--- config.mk ---
export PLATFORM = sky130hd
export DESIGN_NAME = gpio_irq_collector
export DESIGN_NICKNAME = d
export VERILOG_FILES = /design/src/rtl/gpio_irq_pkg.sv /design/src/rtl/gpio_edge_sync.sv /design/src/rtl/gpio_cause_mask.sv /design/src/rtl/gpio_prio_pick.sv /design/src/rtl/gpio_irq_collector.sv
export SDC_FILE = /design/constraint.sdc
export NUM_CORES = 1
export LEC_CHECK = 0
export ABC_AREA = 1
export BUFFER_PORTS_ARGS = -buffer_cell sky130_fd_sc_hd__buf_2
export CORE_ASPECT_RATIO = 1.2
export CORE_MARGIN = 2
export CORE_UTILIZATION = 40
export DETAILED_ROUTE_END_ITERATION = 10
export GPL_ROUTABILITY_DRIVEN = 0
export SLEW_MARGIN = 15
export SYNTH_ARGS = -nofsm -noshare
export SYNTH_HDL_FRONTEND = slang
export SYNTH_SLANG_ARGS = --single-unit
--- constraint.sdc ---
create_clock -name clk -period 2 [get_ports clk]
set_input_delay 0.2 -clock clk [delete_from_list [all_inputs] [get_ports clk]]
set_output_delay 0.2 -clock clk [all_outputs]
set_load 0.02 [all_outputs]
--- src/rtl/gpio_irq_pkg.sv ---
package gpio_irq_pkg;
    localparam int PIN_COUNT   = 32;
    localparam int GROUP_SIZE  = 8;
    localparam int OFFSET_W    = 5;

    localparam logic [OFFSET_W-1:0] OFS_CAUSE  = 5'h08;
    localparam logic [OFFSET_W-1:0] OFS_MASK   = 5'h0C;
    localparam logic [OFFSET_W-1:0] OFS_VECTOR = 5'h10;

    // group code placed above the pin index in the vector word
    localparam logic [1:0] PIN_GROUP_CODE = 2'b10;

    typedef enum logic [1:0] {
        SEL_NONE,
        SEL_CAUSE,
        SEL_MASK,
        SEL_VECTOR
    } reg_sel_e;
endpackage

--- src/rtl/gpio_edge_sync.sv ---
module gpio_edge_sync #(
    parameter int WIDTH = 32
) (
    input  logic             clk,
    input  logic             rst_n,
    input  logic [WIDTH-1:0] raw_i,
    output logic [WIDTH-1:0] rise_o
);
    logic [WIDTH-1:0] meta_q;
    logic [WIDTH-1:0] sync_q;
    logic [WIDTH-1:0] last_q;

    always_ff @(posedge clk) begin
        if (!rst_n) begin
            meta_q <= '0;
            sync_q <= '0;
            last_q <= '0;
        end else begin
            meta_q <= raw_i;
            sync_q <= meta_q;
            last_q <= sync_q;
        end
    end

    for (genvar p = 0; p < WIDTH; p++) begin : g_edge
        assign rise_o[p] = sync_q[p] & ~last_q[p];
    end

    // an edge pulse never lasts two cycles in a row
    AST_RISE_ONE_CYCLE: assert property (@(posedge clk) disable iff (!rst_n)
        (rise_o & $past(rise_o)) == '0);
endmodule

--- src/rtl/gpio_cause_mask.sv ---
module gpio_cause_mask #(
    parameter int WIDTH      = 32,
    parameter int GROUP_SIZE = 8,
    localparam int GROUPS    = WIDTH / GROUP_SIZE
) (
    input  logic              clk,
    input  logic              rst_n,
    input  logic [WIDTH-1:0]  set_ev_i,
    input  logic              cause_we_i,
    input  logic              mask_we_i,
    input  logic [WIDTH-1:0]  wdata_i,
    output logic [WIDTH-1:0]  cause_o,
    output logic [WIDTH-1:0]  mask_o,
    output logic [WIDTH-1:0]  live_o,
    output logic [GROUPS-1:0] grp_o
);
    logic [WIDTH-1:0] cause_q;
    logic [WIDTH-1:0] mask_q;
    logic [WIDTH-1:0] keep_bits;

    always_comb begin
        keep_bits = cause_we_i ? wdata_i : '1;
    end

    always_ff @(posedge clk) begin
        if (!rst_n) begin
            cause_q <= '0;
            mask_q  <= '0;
        end else begin
            // edge sets take priority over a zero write
            cause_q <= (cause_q & keep_bits) | set_ev_i;
            if (mask_we_i) begin
                mask_q <= wdata_i;
            end
        end
    end

    assign cause_o = cause_q;
    assign mask_o  = mask_q;
    assign live_o  = cause_q & mask_q;

    for (genvar g = 0; g < GROUPS; g++) begin : g_group
        assign grp_o[g] = |live_o[g*GROUP_SIZE +: GROUP_SIZE];
    end

    AST_NO_SPONTANEOUS_SET: assert property (@(posedge clk) disable iff (!rst_n)
        (cause_q & ~$past(cause_q) & ~$past(set_ev_i)) == '0);
    AST_CLEAR_ONLY_BY_WRITE: assert property (@(posedge clk) disable iff (!rst_n)
        !$past(cause_we_i) |-> (($past(cause_q) & ~cause_q) == '0));
    AST_SET_WINS: assert property (@(posedge clk) disable iff (!rst_n)
        ($past(set_ev_i) & ~cause_q) == '0);
    AST_MASK_HOLD: assert property (@(posedge clk) disable iff (!rst_n)
        !$past(mask_we_i) |-> $stable(mask_q));
endmodule

--- src/rtl/gpio_prio_pick.sv ---
module gpio_prio_pick #(
    parameter int WIDTH = 32,
    localparam int IDX_W = $clog2(WIDTH)
) (
    input  logic             clk,
    input  logic             rst_n,
    input  logic [WIDTH-1:0] live_i,
    output logic             valid_o,
    output logic [IDX_W-1:0] index_o
);
    always_comb begin
        index_o = '0;
        for (int b = 0; b < WIDTH; b++) begin
            if (live_i[b]) begin
                index_o = IDX_W'(b);
            end
        end
    end

    assign valid_o = |live_i;

    // chosen pin is live and nothing above it is live
    AST_PICK_HIGHEST: assert property (@(posedge clk) disable iff (!rst_n)
        valid_o |-> ((live_i >> index_o) == WIDTH'(1)));
    AST_IDLE_INDEX_ZERO: assert property (@(posedge clk) disable iff (!rst_n)
        !valid_o |-> (index_o == '0));
endmodule

--- src/rtl/gpio_irq_collector.sv ---
module gpio_irq_collector
    import gpio_irq_pkg::*;
#(
    parameter int NUM_PINS   = PIN_COUNT,
    parameter int GRP_PINS   = GROUP_SIZE,
    parameter int ADDR_W     = OFFSET_W,
    localparam int NUM_GRPS  = NUM_PINS / GRP_PINS,
    localparam int IDX_W     = $clog2(NUM_PINS),
    localparam int VEC_W     = IDX_W + 3
) (
    input  logic                clk,
    input  logic                rst_n,
    input  logic [NUM_PINS-1:0] pin_i,
    input  logic                bus_we,
    input  logic [ADDR_W-1:0]   bus_addr,
    input  logic [NUM_PINS-1:0] bus_wdata,
    output logic [NUM_PINS-1:0] bus_rdata,
    output logic [NUM_GRPS-1:0] grp_irq
);
    reg_sel_e            sel;
    logic [NUM_PINS-1:0] rise_ev;
    logic [NUM_PINS-1:0] cause_val;
    logic [NUM_PINS-1:0] mask_val;
    logic [NUM_PINS-1:0] live_val;
    logic                pick_valid;
    logic [IDX_W-1:0]    pick_index;
    logic [VEC_W-1:0]    vec_word;

    always_comb begin
        unique case (bus_addr)
            ADDR_W'(OFS_CAUSE):  sel = SEL_CAUSE;
            ADDR_W'(OFS_MASK):   sel = SEL_MASK;
            ADDR_W'(OFS_VECTOR): sel = SEL_VECTOR;
            default:             sel = SEL_NONE;
        endcase
    end

    gpio_edge_sync #(.WIDTH(NUM_PINS)) u_sync (
        .clk    (clk),
        .rst_n  (rst_n),
        .raw_i  (pin_i),
        .rise_o (rise_ev)
    );

    gpio_cause_mask #(.WIDTH(NUM_PINS), .GROUP_SIZE(GRP_PINS)) u_store (
        .clk        (clk),
        .rst_n      (rst_n),
        .set_ev_i   (rise_ev),
        .cause_we_i (bus_we && sel == SEL_CAUSE),
        .mask_we_i  (bus_we && sel == SEL_MASK),
        .wdata_i    (bus_wdata),
        .cause_o    (cause_val),
        .mask_o     (mask_val),
        .live_o     (live_val),
        .grp_o      (grp_irq)
    );

    gpio_prio_pick #(.WIDTH(NUM_PINS)) u_pick (
        .clk     (clk),
        .rst_n   (rst_n),
        .live_i  (live_val),
        .valid_o (pick_valid),
        .index_o (pick_index)
    );

    assign vec_word = {pick_valid, PIN_GROUP_CODE, pick_index};

    always_comb begin
        unique case (sel)
            SEL_CAUSE:  bus_rdata = cause_val;
            SEL_MASK:   bus_rdata = mask_val;
            SEL_VECTOR: bus_rdata = {{(NUM_PINS-VEC_W){1'b0}}, vec_word};
            default:    bus_rdata = '0;
        endcase
    end

    AST_CASCADE_MATCHES_VECTOR: assert property (@(posedge clk) disable iff (!rst_n)
        (|grp_irq) == pick_valid);
    AST_RESET_CLEAN: assert property (@(posedge clk)
        $past(!rst_n) |-> (grp_irq == '0));
endmodule

After elaboration in Yosys (flattened, before gate mapping). Index checks and enable logic that the tools add are counted.

Equal/unequal tests: 6. Muxes and demuxes: 34. Bitwise gates (word level): 67. Reductions and logical operators: 7.

Operators with widths (number): case mux 32 bit (3 select lines) (1); two-way mux 5 bit (16); AND 32 bit (2); AND 1 bit (32); two-way mux 32 bit (1); two-way mux 4 bit (8); NOT 1 bit (32); OR 32 bit (1); OR reduction 32 bit (1); OR reduction 8 bit (4); two-way mux 3 bit (4); == test 5 x 4 -> 1 bit, second input constant (2); case mux 2 bit (3 select lines) (1); == test 5 bit, second input constant (1); == test 2 bit, second input constant (2); two-way mux 2 bit (2); == test 2 x 1 -> 1 bit, second input constant (1); logical AND 1 bit (2); two-way mux 1 bit (1).

Flip-flop bits (word level): 160. Input port bits: 72. Output and inout port bits: 36. Logic and storage cells: 119.

Longest topological paths before layout. Gate-level depths: netlist (run 1).

Depth after elaboration: 33. Gate-level depth with buffers: 34. Gate-level depth less buffers: 34.

Cells and area by module. A second synthesis (run 1) with hierarchy kept.

Cells, all modules: 991. Area total of the unflattened synthesis: 6789.0 sq um.

Modules (own cells, without submodules): gpio_edge_sync (times used 1, cells each 363, area each 3000.4 sq um, sequential area each 1921.8 sq um); gpio_cause_mask (times used 1, cells each 397, area each 2736.4 sq um, sequential area each 1281.2 sq um); gpio_irq_collector (times used 1, cells each 125, area each 623.1 sq um, sequential area each 0.0 sq um); gpio_prio_pick (times used 1, cells each 106, area each 429.2 sq um, sequential area each 0.0 sq um).

Worst setup path after synthesis (run 1). Ideal clock, no wire load.

Path kind: register to output. Start point: reg u_store.mask_q[1] (netlist: u_store.mask_o[1]). End point: out bus_rdata[0]. Arrival: 1.870 ns. Required time: 1.800 ns. Path slack: -0.070 ns. Stages on the path, launching flop included: 35. Buffers on the path: 0. Cells stage by stage: dfxtp_1 > nand2_1 > inv_2 > nand2_1 > nand2_1 > nand2_1 > nand2_1 > nand2_1 > nand2_1 > nand2_1 > nand2_1 > nand2_1 > nand2_1 > nand2_1 > nand2_1 > nand2_1 > nand2_1 > nand2_1 > nand2_1 > nand2_1 > nand2_1 > nand2_1 > nand2_1 > nand2_1 > nand2_1 > nand2_1 > nand2_1 > nand2_1 > nand2_1 > nand2_1 > nand2_1 > nand2_1 > nand2_1 > nand2_1 > nand2_1.

Cells in the longest elaborated chain, start to end: 33.

Ends and longest elaborated chain: start: declaration (RTL line gpio_cause_mask.sv:18) `logic [WIDTH-1:0] mask_q;`; start signal: assignment (RTL line gpio_cause_mask.sv:33) `mask_q <= wdata_i;`; AND 32 bit (RTL line gpio_cause_mask.sv:40) `assign live_o = cause_q & mask_q;`; two-way mux 1 bit (RTL line gpio_prio_pick.sv:14) `if (live_i[b]) begin`; two-way mux 2 bit (2 in series) (RTL line gpio_prio_pick.sv:14); two-way mux 3 bit (4 in series) (RTL line gpio_prio_pick.sv:14); two-way mux 4 bit (8 in series) (RTL line gpio_prio_pick.sv:14); two-way mux 5 bit (16 in series) (RTL line gpio_prio_pick.sv:14); case mux 32 bit (3 select lines) (RTL line gpio_irq_collector.sv:69) `unique case (sel)`; end: declaration (RTL line gpio_irq_collector.sv:17) `output logic [NUM_PINS-1:0] bus_rdata,`.

Every way passes these cells.

Final worst setup path (run 1).
Start point: reg u_store.mask_q[2] (netlist: u_store.mask_o[2]). End point: out bus_rdata[0].

Cells in the longest elaborated chain, start to end: 32.

Ends and longest elaborated chain (RTL line): AND 32 bit (gpio_cause_mask.sv:40); two-way mux 2 bit (2 in series) (gpio_prio_pick.sv:14); two-way mux 3 bit (4 in series) (gpio_prio_pick.sv:14); two-way mux 4 bit (8 in series) (gpio_prio_pick.sv:14); two-way mux 5 bit (16 in series) (gpio_prio_pick.sv:14); case mux 32 bit (3 select lines) (gpio_irq_collector.sv:69).

Every way passes these cells.

==> impl_metrics.env, run 1 <==
export IMPL_status="complete, but fails checks"
export IMPL_violations="negative setup slack"
export IMPL_ant_nets=0
export IMPL_fin_crit_ns=2.75
export IMPL_synth_avg_cell_area_um2=7.99
export IMPL_routed_wirelength_mm=14.0
export IMPL_viasPerCell=4.69
export IMPL_report_final_slew_viol_count=0
export IMPL_max_cap_violations=0
export IMPL_clk_pin_slew_ns=0.06
export IMPL_power_mw=7.06
export IMPL_power_density_nw_per_um2=915
export IMPL_ys_ff_latch=160
export IMPL_diodes=0
export IMPL_synth_compound_area_frac=0.147
export IMPL_skew_ns=0.00500
export IMPL_synth_top_area_frac=0.564
export IMPL_core_um2=13800
export IMPL_area_delta_synth_final_pct=36.0
export IMPL_stdcell_area_um2=7720
export IMPL_yosys_warnings=0
export IMPL_crit_start="u_store.mask_o[2]"
export IMPL_nNetsFinal=949
export IMPL_setup_viol=5
export IMPL_yosys_area_share_simple=0.196
export IMPL_dr_pass1_iters=5
export IMPL_grt_max_degree=59
export IMPL_cts_root_buf="clkbuf_16"
export IMPL_synth_top_family_by_area="simple AND/OR/NAND/NOR gates"
export IMPL_critPathLaunchType="register"
export IMPL_cp_required_ns=1.80
export IMPL_fin_ws_ns=-0.749
export IMPL_insertion_delay_ns=0.42
export IMPL_crit_fanout=2
export IMPL_crit_top_cell="nand2_1"
export IMPL_start_util=0.411
export IMPL_synth_distinct_cells=21
export IMPL_hold_ws_ns=0.0308
export IMPL_hp_start="bus_wdata[5]"
export IMPL_synth_cells=711
export IMPL_seq_area_frac_synth=0.564
export IMPL_grt_overflow=0
export IMPL_first_global_vias=4966
export IMPL_vias=4975
export IMPL_total_leakage_power_nw=4.22
export IMPL_die_width_um=113
export IMPL_ys_top_cells_by_area="dfxtp_1, nand2_1, inv_1"
export IMPL_routedWlPerCell_um=13.2
export IMPL_ctsLongestPathBuffers=2
export IMPL_io_pin_count=108
export IMPL_rows=47
export IMPL_cts_tree="built"
export IMPL_drive_above_1_share=0.247
export IMPL_drcViolationCount=0
export IMPL_synth_xor_xnor_area_share=0
export IMPL_dieArea_um2=15200
export IMPL_vdd_drop_max_mv=0.516
export IMPL_track_usage=0.192
export IMPL_rsz0062_at_grt="yes"
export IMPL_synth_adder_area_share=0
export IMPL_period_share=1.37
export IMPL_hold_viol=0
export IMPL_synth_cell_area_um2=5680
export IMPL_max_stage_delay_ns=0.34
export IMPL_tightest_slew_ns=0.443
export IMPL_cts_buffers_inserted=17
export IMPL_cts_htree_levels=4
export IMPL_synth_mux_area_frac=0
export IMPL_fmaxAchievable_ghz=0.364
export IMPL_r2r_setup_slack_ns=1.17
export IMPL_grt_pass1_wl_mm=23.0
export IMPL_io_buffers=107
export IMPL_dpl_instance_area_um2=6620
export IMPL_critPathArrivalTime_ns=2.55
export IMPL_slowest_stage="dfxtp_2"
export IMPL_antenna_found_initial=0
export IMPL_yosys_area_top_type="dfxtp_1"
export IMPL_slew_headroom=0.704
export IMPL_reg2reg_from="u_store.cause_o[3]"
export IMPL_hp_class="in2reg"
export IMPL_syn_nets=783
export IMPL_die_h_um=135
export IMPL_endpoint_kind="output port"
export IMPL_initialDrtViolationCount=157
export IMPL_clock_sinks=160
export IMPL_dp_hpwl_mm=9.21
export IMPL_crit_type="reg2out"
[routing by layer]
| layer | GRT usage | up-vias | wire, µm |
|---|---|---|---|
| li1 | - | 2562 | - |
| met1 | 0.227 | 2284 | 6200 |
| met2 | 0.331 | 107 | 6970 |
| met3 | 0.0435 | 22 | 569 |
| met4 | 0.0881 | 0 | 296 |
| met5 | 0 | - | 0 |
[cells in the mapped netlist]
cell type	count
nand3_1	4
nor2_1	82
dfxtp_1	160
nand2_4	6
o22ai_1	32
a31oi_1	1
o31ai_1	1
o211ai_1	1
a211oi_1	1
a21oi_1	3
inv_2	4
clkbuf_1	26
nand2_1	179
nand2_2	5
buf_1	6
a22o_1	26
bufinv_8	1
nand4_1	2
a221o_1	2
o21ai_1	68
inv_1	101
[layout make-up]
type / count / area, µm²
tap: 171 / 214
clock inverter: 10 / 135
multi-input combinational: 413 / 2030
timing repair buffer: 179 / 1240
fill: 1286 / 6100
sequential: 160 / 3220
inverter: 106 / 412
clock buffer: 21 / 470
[logic make-up (layout without fill, tap and decap cells)]
group                  count (synthesis)  in the layout
and+or+nand+nor                      278            278
DFF                                  160            160
buffers and inverters                138            316
AOI/OAI and AO/OA                    135            135
[what timing repair did]
item / in CTS / in global routing
pin swaps: 15 / 20
buffers inserted: 3 / 2
hold buffers: 32 / 0
endpoints found under the setup margin: 4 / 7
endpoints found under the hold margin: 32 / 0
gates resized for setup: 28 / 16
[worst paths after layout]
check	end	cells after the start
max reg2reg	u_store.cause_o[3]	3
min	u_store.mask_o[5]	3
min reg2reg	u_sync.sync_q[23]	2
max	bus_rdata[0]	34
[through the flow]
| stage | instances | TNS, ns | util | worst slack (ns) |
|---|---|---|---|---|
| floorplan | 711 | -0.0240 | - | -0.0240 |
| finish | 1060 | -1.98 | 0.559 | -0.749 |
| global placement | 992 | -0.431 | 0.479 | -0.340 |
| global route | 1060 | -2.93 | 0.559 | -1.09 |
| CTS | 1058 | -1.70 | 0.554 | -0.769 |
| detailed placement | 992 | -0.453 | 0.479 | -0.343 |
[flip-flops by register name, summed over array words and instances, names as in the netlist]
| signal | count |
|---|---|
| u_store.cause_o | 32 |
| u_store.mask_o | 32 |
| u_sync.last_q | 32 |
| u_sync.meta_q | 32 |
| u_sync.sync_q | 32 |
[worst max-delay path: cells and delay by family (launching register included)]
| kind | cells | cell delay (ns) |
|---|---|---|
| flops | 1 | 0.34 |
| buf+inv | 1 | 0.12 |
| simple gates | 33 | 1.64 |
[where the power goes]
part / internal (mW) / switching [mW]
registers: 3.31 / 0.0550
clock network: 2.05 / 1.25
logic: 0.198 / 0.206
total: 5.56 / 1.51
[layout by cell type, fill, tap and decap left out, types with 4 or more instances in the layout]
master / n
nor2_1: 77
clkbuf_16: 17
dfxtp_2: 9
inv_1: 101
o22ai_1: 32
inv_2: 4
dlygate4sd3_1: 32
nand2_4: 7
nand2_1: 172
a22o_1: 26
o21ai_1: 67
buf_6: 7
clkinvlp_4: 4
nand3_1: 4
buf_4: 37
buf_2: 100
nand2_2: 11
dfxtp_1: 150
Note: power is estimated with default switching activity, not from simulation.
==> run 2: changes to the inputs <==
==> constraint.sdc (replaced) <==
create_clock -name clk -period 2 [get_ports clk]
set_input_delay 0.2 -clock clk [delete_from_list [all_inputs] [get_ports clk]]
set_output_delay 0.2 -clock clk [all_outputs]
set_load 0.05 [all_outputs]
==> impl_metrics.env, run 2 (same netlist as run 1, synthesis figures left out) <==
export IMPL_status="complete, but fails checks"
export IMPL_start_util=0.411
export IMPL_dr_pass1_iters=6
export IMPL_max_stage_delay_ns=0.34
export IMPL_routedWlPerCell_um=13.1
export IMPL_final_common_cell="nand2_1"
export IMPL_drcViolationCount=0
export IMPL_io_pin_count=108
export IMPL_hold_ws_ns=0.0289
export IMPL_setup_viol=3
export IMPL_crit_type="reg2out"
export IMPL_ctsLongestPathBuffers=2
export IMPL_fin_crit_ns=2.78
export IMPL_skew_ns=0.00764
export IMPL_report_final_slew_viol_count=0
export IMPL_track_usage=0.189
export IMPL_reg2reg_to="u_store.mask_o[1]"
export IMPL_max_cap_violations=0
export IMPL_final_cell_mix="nand2_1, dfxtp_1, inv_1"
export IMPL_dp_slack_ns=-0.465
export IMPL_cp_endpoint="bus_rdata[0]"
export IMPL_ant_nets=0
export IMPL_nNetsFinal=953
export IMPL_critPathArrivalTime_ns=2.58
export IMPL_cts_buffers_inserted=17
export IMPL_insertion_delay_ns=0.42
export IMPL_fill_cells=1292
export IMPL_antenna_found_initial=0
export IMPL_hold_viol=0
export IMPL_crit_fanout=2
export IMPL_r2r_setup_slack_ns=1.18
export IMPL_rsz0062_at_grt="yes"
export IMPL_die_h_um=135
export IMPL_cts_root_buf="clkbuf_16"
export IMPL_violations="negative setup slack"
export IMPL_die_width_um=113
export IMPL_initialDrtViolationCount=178
export IMPL_clk_pin_slew_ns=0.06
export IMPL_grt_max_degree=51
export IMPL_diodes=0
export IMPL_cts_htree_levels=4
export IMPL_fmaxAchievable_ghz=0.359
export IMPL_drive_above_1_share=0.270
export IMPL_cts_tree="built"
export IMPL_power_mw=6.71
export IMPL_clock_sinks=160
export IMPL_rows=47
export IMPL_grt_overflow=0
export IMPL_cp_top_family="simple AND/OR/NAND/NOR gates"
export IMPL_first_global_vias=4825
export IMPL_slowest_stage="dfxtp_2"
export IMPL_routed_wirelength_mm=14.0
export IMPL_setup_tns_ns=-1.46
export IMPL_crit_cells=35
export IMPL_crit_start="u_store.mask_o[1]"
export IMPL_grt_pass1_wl_mm=22.6
export IMPL_reg2reg_from="u_store.mask_o[1]"
export IMPL_viasPerCell=4.69
export IMPL_period_share=1.39
export IMPL_fin_ws_ns=-0.784
export IMPL_crit_top_cell="nand2_1"
export IMPL_vdd_drop_max_mv=0.547
export IMPL_io_buffers=107
export IMPL_tightest_slew_ns=0.431
export IMPL_core_um2=13800
export IMPL_slew_headroom=0.713
export IMPL_vias=4992
export IMPL_cp_buffers_inverters=2
export IMPL_total_leakage_power_nw=4.23
export IMPL_critPathLaunchType="register"
export IMPL_endpoint_kind="output port"
export IMPL_power_density_nw_per_um2=871
export IMPL_area_delta_synth_final_pct=35.8
export IMPL_cp_required_ns=1.80
export IMPL_dieArea_um2=15200
export IMPL_dp_hpwl_mm=9.33
export IMPL_reg2reg_depth=4
export IMPL_hp_class="in2reg"
==> run 2: worst register-to-register path: cells and delay by family (launching register included) <==
family | cells | cell delay, ns
AND/OR/NAND/NOR | 2 | 0.14
flip-flops | 1 | 0.33
buffers and inverters | 2 | 0.24
==> run 2: metrics by stage <==
step / std cells / instance area, µm² / util
2_1_floorplan: 711 / 5690 / -
4_1_cts: 1063 / 7630 / 0.552
6_report: 1065 / 7710 / 0.558
3_3_place_gp: 996 / 6650 / 0.481
5_1_grt: 1065 / 7710 / 0.558
3_5_place_dp: 996 / 6650 / 0.481
==> run 2: power breakdown <==
part           leakage, nW  internal (mW)  switching, mW  total (mW)
Clock                0.273           1.65           1.28        2.93
Sequential            1.32           3.31         0.0566        3.37
Combinational         2.64          0.199          0.216       0.414
==> run 2: final cells by class <==
cell class | instances | area [µm²] | share of cell area
Clock buffer | 19 | 453 | 0.0588
Tap cell | 171 | 214 | 0.0278
Multi-Input combinational cell | 413 | 2060 | 0.267
Inverter | 106 | 412 | 0.0534
Sequential cell | 160 | 3220 | 0.417
Timing Repair Buffer | 183 | 1260 | 0.163
Clock inverter | 13 | 90.1 | 0.0117
==> run 2: how the worst min path moves through the flow <==
stage          depth (start not counted)          start                  to
3_5_place_dp                           3       pin_i[1]    u_sync.meta_q[1]
3_3_place_gp                           3      pin_i[19]   u_sync.meta_q[19]
5_1_grt                                3  bus_wdata[29]  u_store.mask_o[29]
2_1_floorplan                          2       pin_i[0]    u_sync.meta_q[0]
4_1_cts                                3  bus_wdata[31]  u_store.mask_o[31]
6_report                               3  bus_wdata[29]  u_store.mask_o[29]
==> run 2: repair_timing <==
item,CTS,global route
pin swaps,10,16
hold buffers,32,0
cloned,0,0
setup buffers,4,2
endpoints found under the hold margin,32,0
gates resized for setup,29,26
endpoints found under the setup margin,6,7
==> run 2: metal layers <==
metal  wire length [µm]  vias up  GRT usage  part of all wire
met3                617       21     0.0440             0.044
met4                256        0     0.0779             0.018
met1               6290     2291      0.226              0.45
met5                  0        -          0                 0
li1                   -     2576          -                 -
met2               6800      104      0.325              0.49
